**src/rtl/lift2_pkg.sv**
```systemverilog
package lift2_pkg;
  localparam int unsigned LANDINGS    = 2;
  localparam int unsigned SYNC_STAGES = 2;
  localparam int unsigned LO          = 0;
  localparam int unsigned HI          = 1;

  typedef enum logic [1:0] {
    ST_PARK_LO = 2'd0,
    ST_RISE    = 2'd1,
    ST_PARK_HI = 2'd2,
    ST_FALL    = 2'd3
  } lift_state_e;

  typedef struct packed {
    logic up;
    logic down;
    logic door;
  } lift_cmd_t;
endpackage

```
**src/rtl/lift2_rst_sync.sv**
```systemverilog
module lift2_rst_sync #(
  parameter int unsigned STAGES = 2
) (
  input  logic clk,
  input  logic rst_n,
  output logic rst_sync_n
);
  logic [STAGES-1:0] chain_q;

  always_ff @(posedge clk or negedge rst_n) begin
    if (!rst_n) chain_q <= '0;
    else        chain_q <= {chain_q[STAGES-2:0], 1'b1};
  end

  assign rst_sync_n = chain_q[STAGES-1];
endmodule

```
**src/rtl/lift2_req_latch.sv**
```systemverilog
module lift2_req_latch #(
  parameter int unsigned N = 2
) (
  input  logic         clk,
  input  logic         rst_n,
  input  logic [N-1:0] set_vec,
  input  logic [N-1:0] clr_vec,
  output logic [N-1:0] pend
);
  for (genvar g = 0; g < N; g++) begin : g_flag
    logic flag_q;
    logic flag_d;
    logic flag_en;

    // set dominates clear
    always_comb begin
      flag_en = set_vec[g] | clr_vec[g];
      flag_d  = set_vec[g];
    end

    always_ff @(posedge clk or negedge rst_n) begin
      if (!rst_n)       flag_q <= 1'b0;
      else if (flag_en) flag_q <= flag_d;
    end

    assign pend[g] = flag_q;
  end
endmodule

```
**src/rtl/lift2_seq.sv**
```systemverilog
module lift2_seq
  import lift2_pkg::*;
(
  input  logic                clk,
  input  logic                rst_n,
  input  logic [LANDINGS-1:0] pend,
  input  logic [LANDINGS-1:0] landing_sw,
  input  logic                door_closed,
  output lift_cmd_t           cmd,
  output logic [LANDINGS-1:0] clr_vec
);
  lift_state_e         state_q;
  lift_state_e         state_d;
  logic                state_en;
  logic [LANDINGS-1:0] sw_q;
  logic [LANDINGS-1:0] arrive;

  assign arrive = landing_sw & ~sw_q;

  always_comb begin
    state_d  = state_q;
    cmd      = '0;
    clr_vec  = '0;
    unique case (state_q)
      ST_PARK_LO: begin
        if (pend[LO]) begin
          clr_vec[LO] = 1'b1;
          cmd.door    = 1'b1;
        end else if (pend[HI] && door_closed) begin
          state_d = ST_RISE;
        end
      end
      ST_RISE: begin
        if (arrive[HI]) begin
          state_d     = ST_PARK_HI;
          clr_vec[HI] = 1'b1;
          cmd.door    = 1'b1;
        end else begin
          cmd.up = 1'b1;
        end
      end
      ST_PARK_HI: begin
        if (pend[HI]) begin
          clr_vec[HI] = 1'b1;
          cmd.door    = 1'b1;
        end else if (pend[LO] && door_closed) begin
          state_d = ST_FALL;
        end
      end
      ST_FALL: begin
        if (arrive[LO]) begin
          state_d     = ST_PARK_LO;
          clr_vec[LO] = 1'b1;
          cmd.door    = 1'b1;
        end else begin
          cmd.down = 1'b1;
        end
      end
      default: state_d = ST_PARK_LO;
    endcase
  end

  assign state_en = (state_d != state_q);

  always_ff @(posedge clk or negedge rst_n) begin
    if (!rst_n)        state_q <= ST_PARK_LO;
    else if (state_en) state_q <= state_d;
  end

  always_ff @(posedge clk or negedge rst_n) begin
    if (!rst_n) sw_q <= '0;
    else        sw_q <= landing_sw;
  end
endmodule

```
**src/rtl/lift2_ctrl.sv**
```systemverilog
module lift2_ctrl
  import lift2_pkg::*;
(
  input  logic       clk,
  input  logic       rst_n,
  input  logic [1:0] hall_call,
  input  logic [1:0] car_btn,
  input  logic [1:0] landing_sw,
  input  logic       door_closed,
  output logic       motor_up,
  output logic       motor_down,
  output logic       door_open
);
  logic                rst_core_n;
  logic [LANDINGS-1:0] req_set;
  logic [LANDINGS-1:0] req_clr;
  logic [LANDINGS-1:0] req_pend;
  lift_cmd_t           cmd;

  lift2_rst_sync #(.STAGES(SYNC_STAGES)) u_rst (
    .clk        (clk),
    .rst_n      (rst_n),
    .rst_sync_n (rst_core_n)
  );

  assign req_set = hall_call | car_btn;

  lift2_req_latch #(.N(LANDINGS)) u_req (
    .clk     (clk),
    .rst_n   (rst_core_n),
    .set_vec (req_set),
    .clr_vec (req_clr),
    .pend    (req_pend)
  );

  lift2_seq u_seq (
    .clk         (clk),
    .rst_n       (rst_core_n),
    .pend        (req_pend),
    .landing_sw  (landing_sw),
    .door_closed (door_closed),
    .cmd         (cmd),
    .clr_vec     (req_clr)
  );

  assign motor_up   = cmd.up;
  assign motor_down = cmd.down;
  assign door_open  = cmd.door;
endmodule

```
**config.mk**
```make
export PLATFORM = sky130hd
export DESIGN_NAME = lift2_ctrl
export DESIGN_NICKNAME = d
export VERILOG_FILES = /design/src/rtl/lift2_pkg.sv /design/src/rtl/lift2_rst_sync.sv /design/src/rtl/lift2_req_latch.sv /design/src/rtl/lift2_seq.sv /design/src/rtl/lift2_ctrl.sv
export SDC_FILE = /design/constraint.sdc
export NUM_CORES = 1
export LEC_CHECK = 0
export BUFFER_PORTS_ARGS = -buffer_cell sky130_fd_sc_hd__buf_2
export CAP_MARGIN = 25
export CORE_AREA = 3 3 40 42
export CTS_BUF_LIST = sky130_fd_sc_hd__clkbuf_4
export CTS_CLUSTER_SIZE = 10
export DETAILED_ROUTE_END_ITERATION = 10
export DIE_AREA = 0 0 43 45
export PLACE_DENSITY_LB_ADDON = 0.15
export SYNTH_ARGS = -nofsm -noshare
export SYNTH_HDL_FRONTEND = slang
export SYNTH_SLANG_ARGS = --single-unit
```
**constraint.sdc**
```tcl
create_clock -name clk -period 1.05 [get_ports clk]
set_input_delay 0.0525 -clock clk [delete_from_list [all_inputs] [get_ports clk]]
set_output_delay 0.0525 -clock clk [all_outputs]
set_load 0.02 [all_outputs]
```
==> summary.md <==
| Metric | Value |
|---|---|
| Die Y-Extent | `45 um` |
| Critical Path Slowest Stage Cell | `dfrtp_2` |
| Final Non-Filler Cells | `92` |
| Hold slack | `0.0817 ns` |
| Hold Violations, Final | `0` |
| Max-cap violation count | `0` |
| RSZ-0062 raised after global routing | `yes` |
| P per Cell Area | `between 2000 and 3000 nW/um^2` |
| DR WL/cell | `approximately 12 um` |
| CP delay by family, top | `flip-flops` |
| Clk sinks | `8` |
| Final wirelength | `around 1.1 mm` |
| Rows | `13` |
| ANT cells | `0` |
| Routed via count | `425` |
| DR vias/cell | `roughly 4.6` |
| Die Span X | `roughly 43 um` |
| R2R Path End | `u_req.g_flag[1].flag_q` |
| Synth area leader | `dfrtp_1` |
| Synth async-reset ratio | `100%` |
| Failing checks | `negative setup slack` |
| First-pass GRT wire length | `around 1.8 mm` |
| Setup violations, final | `7` |
| Number of flops mapped to enable cells by yosys | `0` |
| Status | `finished with violations` |
| DRC viols | `0` |
| Peak Freq | `between 0.6 and 0.7 GHz` |
| Reg-to-Reg Start | `u_seq.state_q[0]` |
| IO Pins | `12` |
| Worst r2r path cells | `7` |
| Nets | `just over 90` |
| Top FF cell, synth | `dfrtp_1` |
| Arr. time, crit path | `1.49 ns` |
| Sum of negative setup slack | `-1.99 ns` |
| Crit end category | `primary output` |
| Mapped Avg Cell Area | `approximately 10 sq um` |
| CP bufs+invs | `1` |
| R2R setup slack | `-0.40 ns` |
| Area of the mapped netlist | `~440 sq um` |
| Initial Util | `~34%` |
| Drt first pass iters | `3` |
| Placed inst area | `about 590 sq um` |
| Share of layout cells above drive strength 1 | `about 60%` |
| Fin. max-slew vios | `0` |
| Yosys warning count | `0` |
| CTS tree | `built` |
| #FFs+latches synth | `8` |
| Static Leak | `0.375 nW` |
| Most frequent cell after synthesis | `dfrtp_1` |
| Power Total | `2.17 mW` |
| Clock Skews | `around 0.0085 ns` |
| Syn Inst Count | `44` |
| Total global routing overflow | `0` |
| Synthesis-to-finish area growth | `91.7%` |
| Critical path required time | `1.00 ns` |
| CTS root buf | `clkbuf_4` |
| Vias in the first global route | `about 440` |
| Setup CP Type | `flip-flop to primary output` |
| Clk_lat worst skew | `approximately 0.25 ns` |
| CTS H-tree lvls | `1` |
| Clock Pin Slew Worst Setup and Hold Paths | `about 0.060 ns` |
| Largest fanout on the critical path | `4` |
| Commonest cells in the netlist | `dfrtp_1, ha_1, inv_1, nand2_1, o21ai_0` |
| Library cells used by synthesis | `17` |
| RD Place Congestion | `approximately 0.71` |
| VDD IR max | `between 1000 and 1500 uV` |
| Setup slack after layout | `-0.489 ns` |
| Die area | `roughly 1900 sq um` |
| Startpoint Class | `flip-flop` |
| Detail Route Antenna Nets | `0` |
| Finished Cell Area | `840 sq um` |
| CTS max path bufs | `2` |
| CTS Buf Count | `3` |
| Fin crit period | `between 1.5 and 2 ns` |
| Seq/Total Area, Yosys | `45.7%` |
| Total core area | `1280 sq um` |
| Ranking of synthesized cells by area | `dfrtp_1, ha_1, o21ai_0` |
| Hpwl dp | `~700 um` |
| Min-delay worst type | `flip-flop to async pin` |
| Crit path largest cell delay | `roughly 0.47 ns` |
| Synth top area share | `a little under half` |
| Gr usage total | `between 10% and 20%` |
| Final period util | `147%` |
| I/O Buffers | `11` |
| Mapped Nets | `between 50 and 60` |
| Initial antenna violation count | `0` |
| DRT iter0 DRCs | `7` |
| Placed cells | `75` |
| Crit path cell chain | `ha_4 > and3b_2 > nor3_4 > a21oi_2 > buf_6` |
| Largest net degree at the start of global routing | `8` |
## layer usage
metal,routed length [um],track usage [%]
met1,485,15.2
met2,537,21.3
met3,37,1.20
met4,0,9.04
met5,0,0
## layout make-up
type / count / area (sq um)
Sequential cell: 8 / 203
Fill cell: 105 / 445
Multi-Input combinational cell: 31 / 330
Tap cell: 15 / 18.8
Clock buffer: 4 / 30.0
Inverter: 5 / 23.8
Timing Repair Buffer: 29 / 234
## through the flow
step / utilization (%) / setup slack [ns]
after floorplan: - / -0.157
after global placement: 45.8 / -0.294
after detailed placement: 45.8 / -0.275
after CTS: 59.6 / -0.494
after global routing: 65.3 / -0.571
final: 65.3 / -0.489
## worst reg2reg max path, stage by stage, from the launching register on
cell,delay [ns]
dfrtp_2,0.47
inv_4,0.12
ha_1,0.18
nand2_1,0.07
nand2_2,0.09
buf_4,0.12
nand2_1,0.05
a211o_1,0.24
## cell usage in the layout (no fill, tap or decap), drive strengths merged, types with 2 or more instances in the layout
| master | instances |
|---|---|
| a21boi | 2 |
| buf | 22 |
| clkbuf | 4 |
| dfrtp | 8 |
| dlygate4sd3 | 7 |
| ha | 6 |
| inv | 5 |
| nand2 | 5 |
| nor2 | 3 |
| nor3 | 3 |
| o21ai | 4 |
## report_power, final
part           internal (mW)  switching (mW)
Clock                  0.171           0.101
Combinational          0.774           0.636
Sequential             0.379           0.111
Total                   1.32           0.849
## flip-flops by register name, summed over array words and instances (netlist names)
name / flops
u_seq.sw_q: 2
u_seq.state_q: 2
u_req.g_flag.flag_q: 2
u_rst.chain_q: 2
## kinds of logic (layout without fill, tap and decap cells)
logic type	Yosys count	after routing	synth area share (%)
simple gates	13	13	14.0
compound gates	11	11	18.0
flops	8	8	45.7
fa+ha+maj	6	6	17.1
buf+inv	5	38	4.29
other cells	1	1	0.856
## repair_timing
item | CTS | global route
buffers inserted | 2 | 4
resized for setup | 16 | 10
hold buffers | 7 | 0
endpoints found under the hold margin | 6 | 0
pin swaps | 3 | 5
endpoints found under the setup margin | 7 | 7
## how the worst max path moves through the flow
stage	startpoint	slack [ns]	end	depth (start not counted)
6_report	u_seq.state_q[0]	-0.49	door_open	5
3_3_place_gp	u_seq.state_q[1]	-0.29	u_req.g_flag[1].flag_q	6
2_1_floorplan	u_seq.state_q[1]	-0.16	u_req.g_flag[1].flag_q	6
4_1_cts	u_seq.state_q[0]	-0.49	door_open	5
3_5_place_dp	u_seq.state_q[1]	-0.27	door_open	7
5_1_grt	u_seq.state_q[1]	-0.57	door_open	7
Power figures use the tool's default switching activity.
